**src/rtl/adc_trig_pkg.sv**
```systemverilog
package adc_trig_pkg;
    typedef enum logic [1:0] {
        SRC_OFF  = 2'b00,
        SRC_SOFT = 2'b01,
        SRC_EXT  = 2'b10,
        SRC_RSVD = 2'b11
    } trig_src_e;

    typedef enum logic {
        XT_WAIT  = 1'b0,
        XT_FIRED = 1'b1
    } xt_state_e;

    localparam int unsigned B_SRC_LO  = 0;
    localparam int unsigned B_SRC_HI  = 1;
    localparam int unsigned B_EXT_EN  = 4;
    localparam int unsigned B_BURST   = 5;
    localparam int unsigned B_PRETRIG = 6;
    localparam int unsigned B_CLEAR   = 7;
    localparam int unsigned B_ARM     = 11;
    localparam int unsigned B_FIFO    = 12;
    localparam int unsigned B_CNT0    = 13;
endpackage

```
**src/rtl/trig_edge_sync.sv**
```systemverilog
module trig_edge_sync #(
    parameter int unsigned STAGES = 2
) (
    input  logic clk,
    input  logic rst,
    input  logic din,
    output logic rise
);
    logic [STAGES-1:0] chain;
    logic              last_q;

    for (genvar i = 0; i < STAGES; i++) begin : g_stage
        if (i == 0) begin : g_first
            always_ff @(posedge clk) begin
                if (rst) chain[i] <= 1'b0;
                else     chain[i] <= din;
            end
        end else begin : g_rest
            always_ff @(posedge clk) begin
                if (rst) chain[i] <= 1'b0;
                else     chain[i] <= chain[i-1];
            end
        end
    end

    always_ff @(posedge clk) begin
        if (rst) last_q <= 1'b0;
        else     last_q <= chain[STAGES-1];
    end

    assign rise = chain[STAGES-1] & ~last_q;
endmodule

```
**src/rtl/trig_ctrl_reg.sv**
```systemverilog
module trig_ctrl_reg
    import adc_trig_pkg::*;
#(
    parameter int unsigned DATA_W = 16
) (
    input  logic              clk,
    input  logic              rst,
    input  logic              wr_en,
    input  logic [DATA_W-1:0] wdata,
    output trig_src_e         src,
    output logic              ext_en,
    output logic              burst,
    output logic              pretrig,
    output logic              arm,
    output logic              ffm,
    output logic              c0sel,
    output logic              clr_req
);
    always_ff @(posedge clk) begin
        if (rst) begin
            src     <= SRC_OFF;
            ext_en  <= 1'b0;
            burst   <= 1'b0;
            pretrig <= 1'b0;
            arm     <= 1'b0;
            ffm     <= 1'b0;
            c0sel   <= 1'b0;
        end else if (wr_en) begin
            src     <= trig_src_e'(wdata[B_SRC_HI:B_SRC_LO]);
            ext_en  <= wdata[B_EXT_EN];
            burst   <= wdata[B_BURST];
            pretrig <= wdata[B_PRETRIG];
            arm     <= wdata[B_ARM];
            ffm     <= wdata[B_FIFO];
            c0sel   <= wdata[B_CNT0];
        end
    end

    assign clr_req = wr_en & wdata[B_CLEAR];
endmodule

```
**src/rtl/trig_fsm.sv**
```systemverilog
module trig_fsm
    import adc_trig_pkg::*;
(
    input  logic      clk,
    input  logic      rst,
    input  trig_src_e src,
    input  logic      ext_en,
    input  logic      rise,
    input  logic      clr_req,
    input  logic      sw_trig,
    input  logic      pacer_tick,
    output logic      fired,
    output logic      conv_start
);
    xt_state_e state, state_nx;
    logic      arm_hit;
    logic      conv_nx;

    assign arm_hit = rise && (src == SRC_EXT) && ext_en;

    always_comb begin
        state_nx = state;
        unique case (state)
            XT_WAIT:  if (arm_hit && !clr_req) state_nx = XT_FIRED;
            XT_FIRED: if (clr_req)             state_nx = XT_WAIT;
            default:                           state_nx = XT_WAIT;
        endcase
    end

    always_ff @(posedge clk) begin
        if (rst) state <= XT_WAIT;
        else     state <= state_nx;
    end

    always_comb begin
        conv_nx = 1'b0;
        unique case (src)
            SRC_SOFT: conv_nx = sw_trig;
            SRC_EXT:  conv_nx = (state == XT_FIRED) && pacer_tick;
            default:  conv_nx = 1'b0;
        endcase
    end

    always_ff @(posedge clk) begin
        if (rst) conv_start <= 1'b0;
        else     conv_start <= conv_nx;
    end

    assign fired = (state == XT_FIRED);
endmodule

```
**src/rtl/adc_trig_ctl.sv**
```systemverilog
module adc_trig_ctl
    import adc_trig_pkg::*;
#(
    parameter int unsigned DATA_W      = 16,
    parameter int unsigned SYNC_STAGES = 2
) (
    input  logic              clk,
    input  logic              rst,
    input  logic              wr_en,
    input  logic [DATA_W-1:0] wdata,
    output logic [DATA_W-1:0] rdata,
    input  logic              sw_trig,
    input  logic              ext_trig,
    input  logic              pacer_tick,
    output logic              conv_start,
    output logic              xtrig_flag,
    output logic              burst_en,
    output logic              pretrig_en,
    output logic              arm_en,
    output logic              fifo_mode,
    output logic              cnt0_src
);
    trig_src_e src;
    logic      ext_en;
    logic      clr_req;
    logic      rise;

    trig_ctrl_reg #(.DATA_W(DATA_W)) i_reg (
        .clk     (clk),
        .rst     (rst),
        .wr_en   (wr_en),
        .wdata   (wdata),
        .src     (src),
        .ext_en  (ext_en),
        .burst   (burst_en),
        .pretrig (pretrig_en),
        .arm     (arm_en),
        .ffm     (fifo_mode),
        .c0sel   (cnt0_src),
        .clr_req (clr_req)
    );

    trig_edge_sync #(.STAGES(SYNC_STAGES)) i_sync (
        .clk  (clk),
        .rst  (rst),
        .din  (ext_trig),
        .rise (rise)
    );

    trig_fsm i_fsm (
        .clk        (clk),
        .rst        (rst),
        .src        (src),
        .ext_en     (ext_en),
        .rise       (rise),
        .clr_req    (clr_req),
        .sw_trig    (sw_trig),
        .pacer_tick (pacer_tick),
        .fired      (xtrig_flag),
        .conv_start (conv_start)
    );

    always_comb begin
        rdata                       = '0;
        rdata[B_SRC_HI:B_SRC_LO]    = src;
        rdata[B_EXT_EN]             = ext_en;
        rdata[B_BURST]              = burst_en;
        rdata[B_PRETRIG]            = pretrig_en;
        rdata[B_CLEAR]              = xtrig_flag;
        rdata[B_ARM]                = arm_en;
        rdata[B_FIFO]               = fifo_mode;
        rdata[B_CNT0]               = cnt0_src;
    end
endmodule

```
**config.mk**
```make
export PLATFORM = sky130hd
export DESIGN_NAME = adc_trig_ctl
export DESIGN_NICKNAME = d
export VERILOG_FILES = /design/src/rtl/adc_trig_pkg.sv /design/src/rtl/trig_edge_sync.sv /design/src/rtl/trig_ctrl_reg.sv /design/src/rtl/trig_fsm.sv /design/src/rtl/adc_trig_ctl.sv
export SDC_FILE = /design/constraint.sdc
export NUM_CORES = 1
export LEC_CHECK = 0
export BUFFER_PORTS_ARGS = -buffer_cell sky130_fd_sc_hd__buf_2
export CORE_MARGIN = 2
export CORE_UTILIZATION = 30
export CTS_BUF_LIST = sky130_fd_sc_hd__clkbuf_8
export DETAILED_ROUTE_END_ITERATION = 8
export HOLD_SLACK_MARGIN = 0.08
export PLACE_DENSITY = 0.62
export SYNTH_ARGS = -nofsm -noshare
export SYNTH_HDL_FRONTEND = slang
export SYNTH_HIERARCHICAL = 1
export SYNTH_SLANG_ARGS = --single-unit
```
**constraint.sdc**
```tcl
create_clock -name clk -period 2.4 [get_ports clk]
set_input_delay 0.48 -clock clk [delete_from_list [all_inputs] [get_ports clk]]
set_output_delay 0.48 -clock clk [all_outputs]
set_load 0.1 [all_outputs]
```
Yosys cells after proc, flatten, opt, wreduce, memory -nomap -nowiden
Index checks and enable logic that the tools add are counted.

word-level totals
  flip-flop bits (word level) = 13
  input port bits = 22
  output and inout bits = 23
  logic and storage cells = 27

cells by class
  equality and inequality tests = 2
  muxes and demuxes = 4
  bitwise operators = 4
  reductions and logical operators = 5

operator list
  kind                  number
  $logic_and A1 B1 Y1   4
  $pmux W1 S2           2
  $and A1 B1 Y1         2
  $eq A2 B1 Y1 const B  1
  $eq A2 B2 Y1 const B  1
  $mux W1               2
  $not A1 Y1            2
  $logic_not A1 Y1      1

Longest topological paths before layout
Gate-level depths: netlist of run 1.

  word-level depth = 7
  gate-level depth with buffers = 4
  gate-level depth less buffers = 4

Cells and area by module
Netlist of run 1, hierarchy kept.

by module, submodules not included
  module          instances  cells each  area each (sq um)  sequential area each (sq um)
  trig_ctrl_reg   1          27          292.8              160.2
  adc_trig_ctl    1          15          108.9              0.0
  trig_fsm        1          10          102.6              40.0
  trig_edge_sync  1          7           87.6               60.1

Worst setup path before layout of run 1
OpenSTA, ideal clock, no wires.

  kind = reg2out
  start = register i_fsm.state (netlist: i_fsm/fired)
  end = output rdata[7]
  arrival time = 1391 ps
  data required time = 1920 ps
  path slack = 529 ps
  cell stages (with the launch flop) = 2
  path buffers = 1
  cells stage by stage = dfxtp_1 > buf_4

RTL lines
  what                      RTL line            source
  start: declaration        trig_fsm.sv:15      xt_state_e state, state_nx;
  start signal: assignment  trig_fsm.sv:32      else state <= state_nx;
  end: declaration          adc_trig_ctl.sv:11  output logic [DATA_W-1:0] rdata,

No word-level cell between the ends.

Worst setup path in the final report of run 1
  start = register i_reg.src[1]
  end = output rdata[1]

RTL lines
  what                      RTL line             source
  start: declaration        trig_ctrl_reg.sv:10  output trig_src_e src,
  start signal: assignment  trig_ctrl_reg.sv:29  src <= trig_src_e'(wdata[B_SRC_HI:B_SRC_LO]);

No word-level cell between the ends.

==> results of run 1 <==
## final timing paths
kind                            slack, ns                     endpoint  depth (start not counted)
worst max register to register       1.39  i_fsm/conv_start$_SDFF_PP0_                          4
worst min-delay path                 0.46   i_sync/chain[1]$_SDFF_PP0_                          1
worst max-delay path                 0.87                     rdata[1]                          1
worst min register to register       0.46   i_sync/chain[1]$_SDFF_PP0_                          1
## cell usage in the layout (no fill, tap or decap)
cell,Yosys,layout
sky130_fd_sc_hd__buf_2,0,30
sky130_fd_sc_hd__dfxtp_1,13,13
sky130_fd_sc_hd__mux2i_1,8,8
sky130_fd_sc_hd__nor2_1,8,8
sky130_fd_sc_hd__conb_1,1,7
sky130_fd_sc_hd__clkbuf_8,0,3
sky130_fd_sc_hd__inv_1,2,3
sky130_fd_sc_hd__nor2b_1,3,3
sky130_fd_sc_hd__ha_1,2,2
sky130_fd_sc_hd__a32oi_1,1,1
sky130_fd_sc_hd__nor3_2,1,1
sky130_fd_sc_hd__a31oi_1,1,1
sky130_fd_sc_hd__nor3_1,1,1
sky130_fd_sc_hd__and2_2,1,1
sky130_fd_sc_hd__nor2b_2,1,1
## metrics by stage
| stage | total power [mW] | area [um^2] | hold slack, ns | instances |
|---|---|---|---|---|
| after global placement | 0.428 | 678 | 0.418 | 106 |
| after global routing | 0.639 | 723 | 0.466 | 110 |
| after floorplan | 0.420 | 614 | 0.414 | 65 |
| after detailed placement | 0.430 | 678 | 0.448 | 106 |
| final | 0.608 | 723 | 0.456 | 110 |
| after CTS | 0.621 | 723 | 0.451 | 110 |
## per-layer routing
| layer | track usage (%) | wire [um] | vias to the layer above |
|---|---|---|---|
| met2 | 14.8 | 469 | 22 |
| li1 | - | - | 215 |
| met1 | 11.9 | 451 | 185 |
| met3 | 1.23 | 77 | 2 |
| met5 | 0 | 0 | - |
| met4 | 7.14 | 12 | 0 |
## power by group through the flow
stage	clock [mW]	combinational, mW	sequential (mW)
2_1_floorplan	0	0.132	0.288
3_3_place_gp	0	0.192	0.237
3_5_place_dp	0	0.193	0.237
4_1_cts	0.195	0.193	0.233
5_1_grt	0.206	0.199	0.234
6_report	0.184	0.192	0.233
## area by class of cell
type | count | share of cell area (%)
inverter | 2 | 1.04
timing repair buffer | 30 | 20.8
tap | 27 | 4.67
clock inverter | 1 | 0.519
multi-input combinational | 34 | 31.3
clock buffer | 3 | 5.71
sequential | 13 | 36.0
## cells by family after synthesis
group	after synthesis
DFF	13
and+or+nand+nor	15
muxes	8
adders and majority gates	2
AOI/OAI and AO/OA	2
other	1
buffers and inverters	18
==> results.txt, run 1 <==
* Outcome: finished, final reports clean
- CTS Buf Count: 3
* Die Height: between 40 and 50 um
- Largest cells by area after synthesis: sky130_fd_sc_hd__dfxtp_1 (44%), sky130_fd_sc_hd__buf_4 (18%), sky130_fd_sc_hd__mux2i_1 (14%), sky130_fd_sc_hd__nor2_1 (5.1%), sky130_fd_sc_hd__ha_1 (4.2%)
- Derived from the worst setup path, the maximum achievable clock frequency is 653 MHz.
- Portion of netlist area occupied by mux cells: 13.5%
- The initialized floorplan defines 16 standard-cell rows.
- Main combinational cell family by area after synthesis: buffers and inverters
* Share of cells above drive strength 1: 43.4%
* Post-detailed-placement half-perimeter wirelength: 773 um
- The synthesized netlist devotes 13.5% of its cell area to simple gates.
* Worst setup path startpoint: i_reg/src[1]$_SDFFE_PP0P_
* Compound-gate portion of the synthesized area: 2.54%
- Die footprint: 2340 um^2
* Share of the synthesized area in the top cell type: 44.0%
* Number of max-cap violations: 0
* Total grt overflow: 0
* Worst-path clk slew: 0.05 ns
* Initial antenna violation count: 0
- Buffers inserted to repair hold after CTS numbered 0.
* Most repeated cell in the gate-level netlist after synthesis: sky130_fd_sc_hd__buf_4
* Util after Layout: between 30% and 40%
- Setup repair after global routing left no endpoint under its margin.
- Post-route ant nets: 0
- The filler cells instantiated in the layout total 204.
- Entering global routing, the biggest net connects 14 pins.
- First-pass GRT wire length: about 1700 um
- Total track usage: 9.47%
- Area used by sequential logic in the layout: 260 um^2
- In this run the count of I/O pins placed on the die edge is 45.
* Detailed-route wire length: 1010 um
- TNS Setup: 0 ns
- Critical Path Fanout Max: 4
- Die span in x: 48.4 um
* Slowest cell delay on critical path: 0.45 ns
* Max-slew violations: 0
- The Yosys step of the flow raised 6 warnings.
- For this design the total switching power over the nets is 241 uW.
* Number of global-route vias before repair: 404
- Net switching is 39.7% of the power.
- Post-cts gate resize count: 0
- For this design, the slowest cell found on the critical path is sky130_fd_sc_hd__buf_2.
- 0 antenna diodes ended up in the layout.
- Source-to-sink clock delay at the later pin of the worst-skew pair: 0.24 ns
- Initial standard-cell utilization of the core: a little under a third
- Detail-routed net length per standard cell: ~9 um
* Registers with the most flip-flops: i_reg/src: 2 flops, i_sync/chain: 2 flops
- No sink is reached through more buffers than the 2 on the longest clock path.
- Before CTS, the worst setup slack after placement is approximately 1.1 ns.
- Sequential cell area fraction in the yosys report: 44.0%
- Final critical delay including setup and external delays: 1.53 ns
- Per report_power, the clock group accounts for just over 30% of the total.
- For this run, design rule violations remaining after detail routing come to 0.
- Post-CTS timing repair inserted 0 buffers for setup.
* Combinational share of power: 31.5%
* Total via count in the routed design: 424
- Setup Crit Path Kind: reg2out
- For the worst setup path, the data arrival time is 1.05 ns.
- Sequential cells burn 38.2% of the power.
- Routability-driven placement finished with a final weighted congestion of 0.667.
* Commonest cells in the netlist: sky130_fd_sc_hd__buf_4 (14), sky130_fd_sc_hd__dfxtp_1 (13), sky130_fd_sc_hd__mux2i_1 (8), sky130_fd_sc_hd__nor2_1 (8), sky130_fd_sc_hd__nor2b_1 (3)
- Total count of hold-check failures in the final report: 0
- Synthesis inferred 13 register bits.
* Hold path startpoint: i_sync/chain[0]$_SDFF_PP0_
* Areal power density over the cells: 841 nW/um^2
- Core Area: around 1900 um^2
* Internal portion of total power: around 370 uW
- Relative to the synthesized area, the layout overhead comes to 22.2%.
- The signal on the critical path passes through buf_2.
- Share of the clock period used by the worst path: 63.8%
- Setup slack after layout: 0.869 ns
- The path class of the tightest hold or removal check is reg2reg.
- CTS built an H-tree with a depth of 1.
- 1st-pass router iterations: 1
- Origin of the critical flop-to-flop path: i_reg/src[0]$_SDFFE_PP0P_
* Predominant post-synthesis flop cell: sky130_fd_sc_hd__dfxtp_1
- The cell count after synthesis came out at 59.
- Summing the areas of all xor and xnor instances in the mapped netlist gives 0% of the synthesized area.
* DRT iter0 DRCs: 0
* Unique masters post-synth: 16
- STA puts the critical path data required time at approximately 1.9 ns.
- The synthesized design contains 0 enable-type register cells.
- Netlist area before placement: 592 um^2
- Area occupied by multi-input gates: approximately 230 um^2
- Crit path buffers/inverters: 1
- Summed over all cells, the static leakage comes to 0.391 nW.
- Proportion of register bits with asynchronous set or reset after synthesis: 0%
* Final clock skew: between 0.003 and 0.004 ns
* Worst Setup End Kind: primary output
* Nature of the critical path startpoint: register
- The clock drives 13 sinks.
* Peak supply drop: between 0.2 and 0.3 mV
- Buffers on Ports: 30
* Final setup violation count: 0
- In the routed layout, each cell is associated on average with a via count of 3.85.
* CP top delay family: buffers and inverters
* Clock tree from TritonCTS: built
- Root buffer cell: sky130_fd_sc_hd__clkbuf_8
- Top cell type by total area after synthesis: sky130_fd_sc_hd__dfxtp_1
* Synthesized area per cell: 10.0 um^2
* Number of nets in the layout: ~110
* Adder-cell share of the synthesized area: 4.23%
No activity file was read; power rests on OpenSTA's default activity.
==> run 2, diff against run 1 <==
PLACE_DENSITY = 0.65   (was 0.62)
clock period = 1.38 ns   (was 2.4 ns; I/O delays follow)
==> results.txt, run 2 (synthesis gave the netlist of run 1 again) <==
* Worst Setup End Kind: primary output
- Most frequent standard cell in the layout excluding fill and tap cells: sky130_fd_sc_hd__buf_2
- The layout net count came to 108 (unchanged).
* Setup slack after layout: 0.0739 ns (-0.795 ns)
- STA classifies the critical path startpoint as a register.
* Die Height: 48.4 um (unchanged)
* Slowest stage cell on the critical path: sky130_fd_sc_hd__buf_2
* Slack of the worst reg-to-reg path: 0.40 ns (-0.99 ns)
- Crit path buffers/inverters: 1 (unchanged)
- Critical Path Fanout Max: 3 (-1)
- Worst-path clk slew: 0.05 ns (about the same)
- Total via count in the routed design: 434 (+2.4%)
- The static leakage came to 0.394 nW (+0.76%).
- The maximum clock insertion buffer count is 2 (unchanged).
- The number of endpoints failing setup at the final stage was 0 (unchanged).
- The count of port buffers added during placement came to 30 (unchanged).
- Maximum number of pins on one net before global-route repair: 14 (unchanged)
- Post-route ant nets: 0 (unchanged)
- Arrival @ worst endpoint: 1.03 ns (-0.02 ns)
- CP top delay family: buffers and inverters
* Worst min-delay path category: in2reg
- The weighted congestion at the end of routability-driven global placement came to 0.719 (+7.7%).
* Postcts setup bufs: 0 (unchanged)
- The full die area came to 2340 um^2 (unchanged).
- From synthesis to final layout, the design area changed by 23.9%.
- Core Area: 1900 um^2 (unchanged)
- Post-detailed-placement half-perimeter wirelength: 749 um (-3.1%)
- The filler cell count in the final layout was 206 (+0.98%).
- Capturing instance or port of the critical path: rdata[4]
- The critical path is of the reg2out type.
* Max-slew violations: 0 (unchanged)
- Ports placed on the boundary: 45 (unchanged)
- Share of cells above drive strength 1: 53.0% (+9.6 points)
* Total number of placement rows: 16 (unchanged)
* Areal power density over the cells: 1450 nW/um^2 (+72%)
- Root buffer cell: sky130_fd_sc_hd__clkbuf_8
- Worst-path cell chain: buf_2
- Source-to-sink clock delay at the later pin of the worst-skew pair: 0.23 ns (about the same)
- The number of global-route vias before repair was 433 (+7.2%).
* Number of antenna repair diodes: 0 (unchanged)
- The worst IR drop on VDD was 0.505 mV (+94%).
* Origin of the critical flop-to-flop path: i_reg/src[0]$_SDFFE_PP0P_
- Die span in x: 48.4 um (unchanged)
- The number of search-and-repair iterations in the first detailed-routing pass is 3 (+2).
- Commonest non-fill, non-tap cells in the layout: sky130_fd_sc_hd__buf_2 (30), sky130_fd_sc_hd__dfxtp_2 (8), sky130_fd_sc_hd__mux2i_1 (8), sky130_fd_sc_hd__nor2_1 (8), sky130_fd_sc_hd__conb_1 (7)
* Total count of hold-check failures in the final report: 0 (unchanged)
* Worst setup path startpoint: i_reg/ext_en$_SDFFE_PP0P_
- The highest cell delay on the worst timing path was 0.44 ns (about the same).
- The placement-stage worst setup slack is 0.336 ns (-0.774 ns).
- Vias per Instance: 3.95 (+2.4%)
- The critical path data required time was 1.10 ns (-0.82 ns).
- The sum of negative setup slack is 0 ns (unchanged).
* Final critical delay including setup and external delays: 1.31 ns
- The number of DRC markers after the initial detailed-route iteration is 1 (+1).
- Reg2Reg Depth: 4 (unchanged)
- The effective utilization at floorplan is 31.1% (unchanged).
- The initial antenna violation count is 0 (unchanged).
- Final clock skew: 0.000511 ns (-0.00256 ns)
- Quantity of hold-fixing buffers added after cts: 0 (unchanged)
- The average wire length per cell after detail routing came to 9.17 um (about the same).
- Maximum frequency from static timing analysis: about 770 MHz
* Unrepaired setup endpoints after global routing: no
- Registers with the most flip-flops: i_reg/src: 2 flops, i_sync/chain: 2 flops
* Crit Reg-Reg Endpoint: i_fsm/conv_start$_SDFF_PP0_
- Clock tree from TritonCTS: built
- The aggregate routed wire length was 1010 um (about the same).
- Total track usage: 9.87% (+0.40 points)
- The number of levels the H-tree was split into is 1 (unchanged).
- The clock net sink count is 13 (unchanged).
* First-pass GRT wire length: 1790 um (+5.3%)
* Final routed DRC violation total: 0 (unchanged)
- The flow ran to the end, and the final reports show no timing, DRC or antenna violations.
* Critical path depth in cells: 1 (unchanged)
* Post-cts gate resize count: 0 (unchanged)
- Share of the clock period used by the worst path: 94.6%
- CTS Buf Count: 3 (unchanged)
- Number of max-cap violations: 0 (unchanged)
* Total grt overflow: 0 (unchanged)
-- run 2: worst min path at each step --
stage | start | end | slack (ns) | cells past startpoint
detailed placement | i_sync/chain[0]$_SDFF_PP0_ | i_sync/chain[1]$_SDFF_PP0_ | 0.42 | 1
global placement | i_sync/chain[0]$_SDFF_PP0_ | i_sync/chain[1]$_SDFF_PP0_ | 0.42 | 1
CTS | ext_trig | i_sync/chain[0]$_SDFF_PP0_ | 0.24 | 2
global route | ext_trig | i_sync/chain[0]$_SDFF_PP0_ | 0.26 | 2
finish | ext_trig | i_sync/chain[0]$_SDFF_PP0_ | 0.25 | 2
floorplan | rst | i_fsm/fired$_SDFF_PP0_ | 0.35 | 1
-- run 2: cell type report --
cell class	instances	area [um^2]	area share, %
Sequential cell	13	270	36.9
Multi-Input combinational cell	34	226	30.9
Timing Repair Buffer	30	150	20.5
Clock buffer	3	41.3	5.63
Tap cell	27	33.8	4.61
Inverter	2	7.51	1.02
Clock inverter	1	3.75	0.512
-- run 2: per-stage QoR --
| step | instance area (um^2) | instances | hold slack [ns] | util (%) | total power [mW] |
|---|---|---|---|---|---|
| 2_1_floorplan | 624 | 65 | 0.345 | - | 0.734 |
| 3_3_place_gp | 688 | 106 | 0.416 | 36.2 | 0.747 |
| 3_5_place_dp | 688 | 106 | 0.422 | 36.2 | 0.750 |
| 4_1_cts | 733 | 110 | 0.245 | 38.6 | 1.08 |
| 5_1_grt | 733 | 110 | 0.263 | 38.6 | 1.11 |
| 6_report | 733 | 110 | 0.254 | 38.6 | 1.06 |
-- run 2: layer usage --
layer	global-route usage [%]	routed length [um]	vias to the layer above
met5	0	0	-
met4	7.14	19	0
met3	2.16	67	2
met2	15.7	490	19
met1	11.7	432	198
li1	-	-	215
-- run 2: report_power, final --
group | internal, mW | switching, mW
registers | 0.396 | 0.0114
logic | 0.0494 | 0.284
clock network | 0.196 | 0.125
total | 0.641 | 0.420
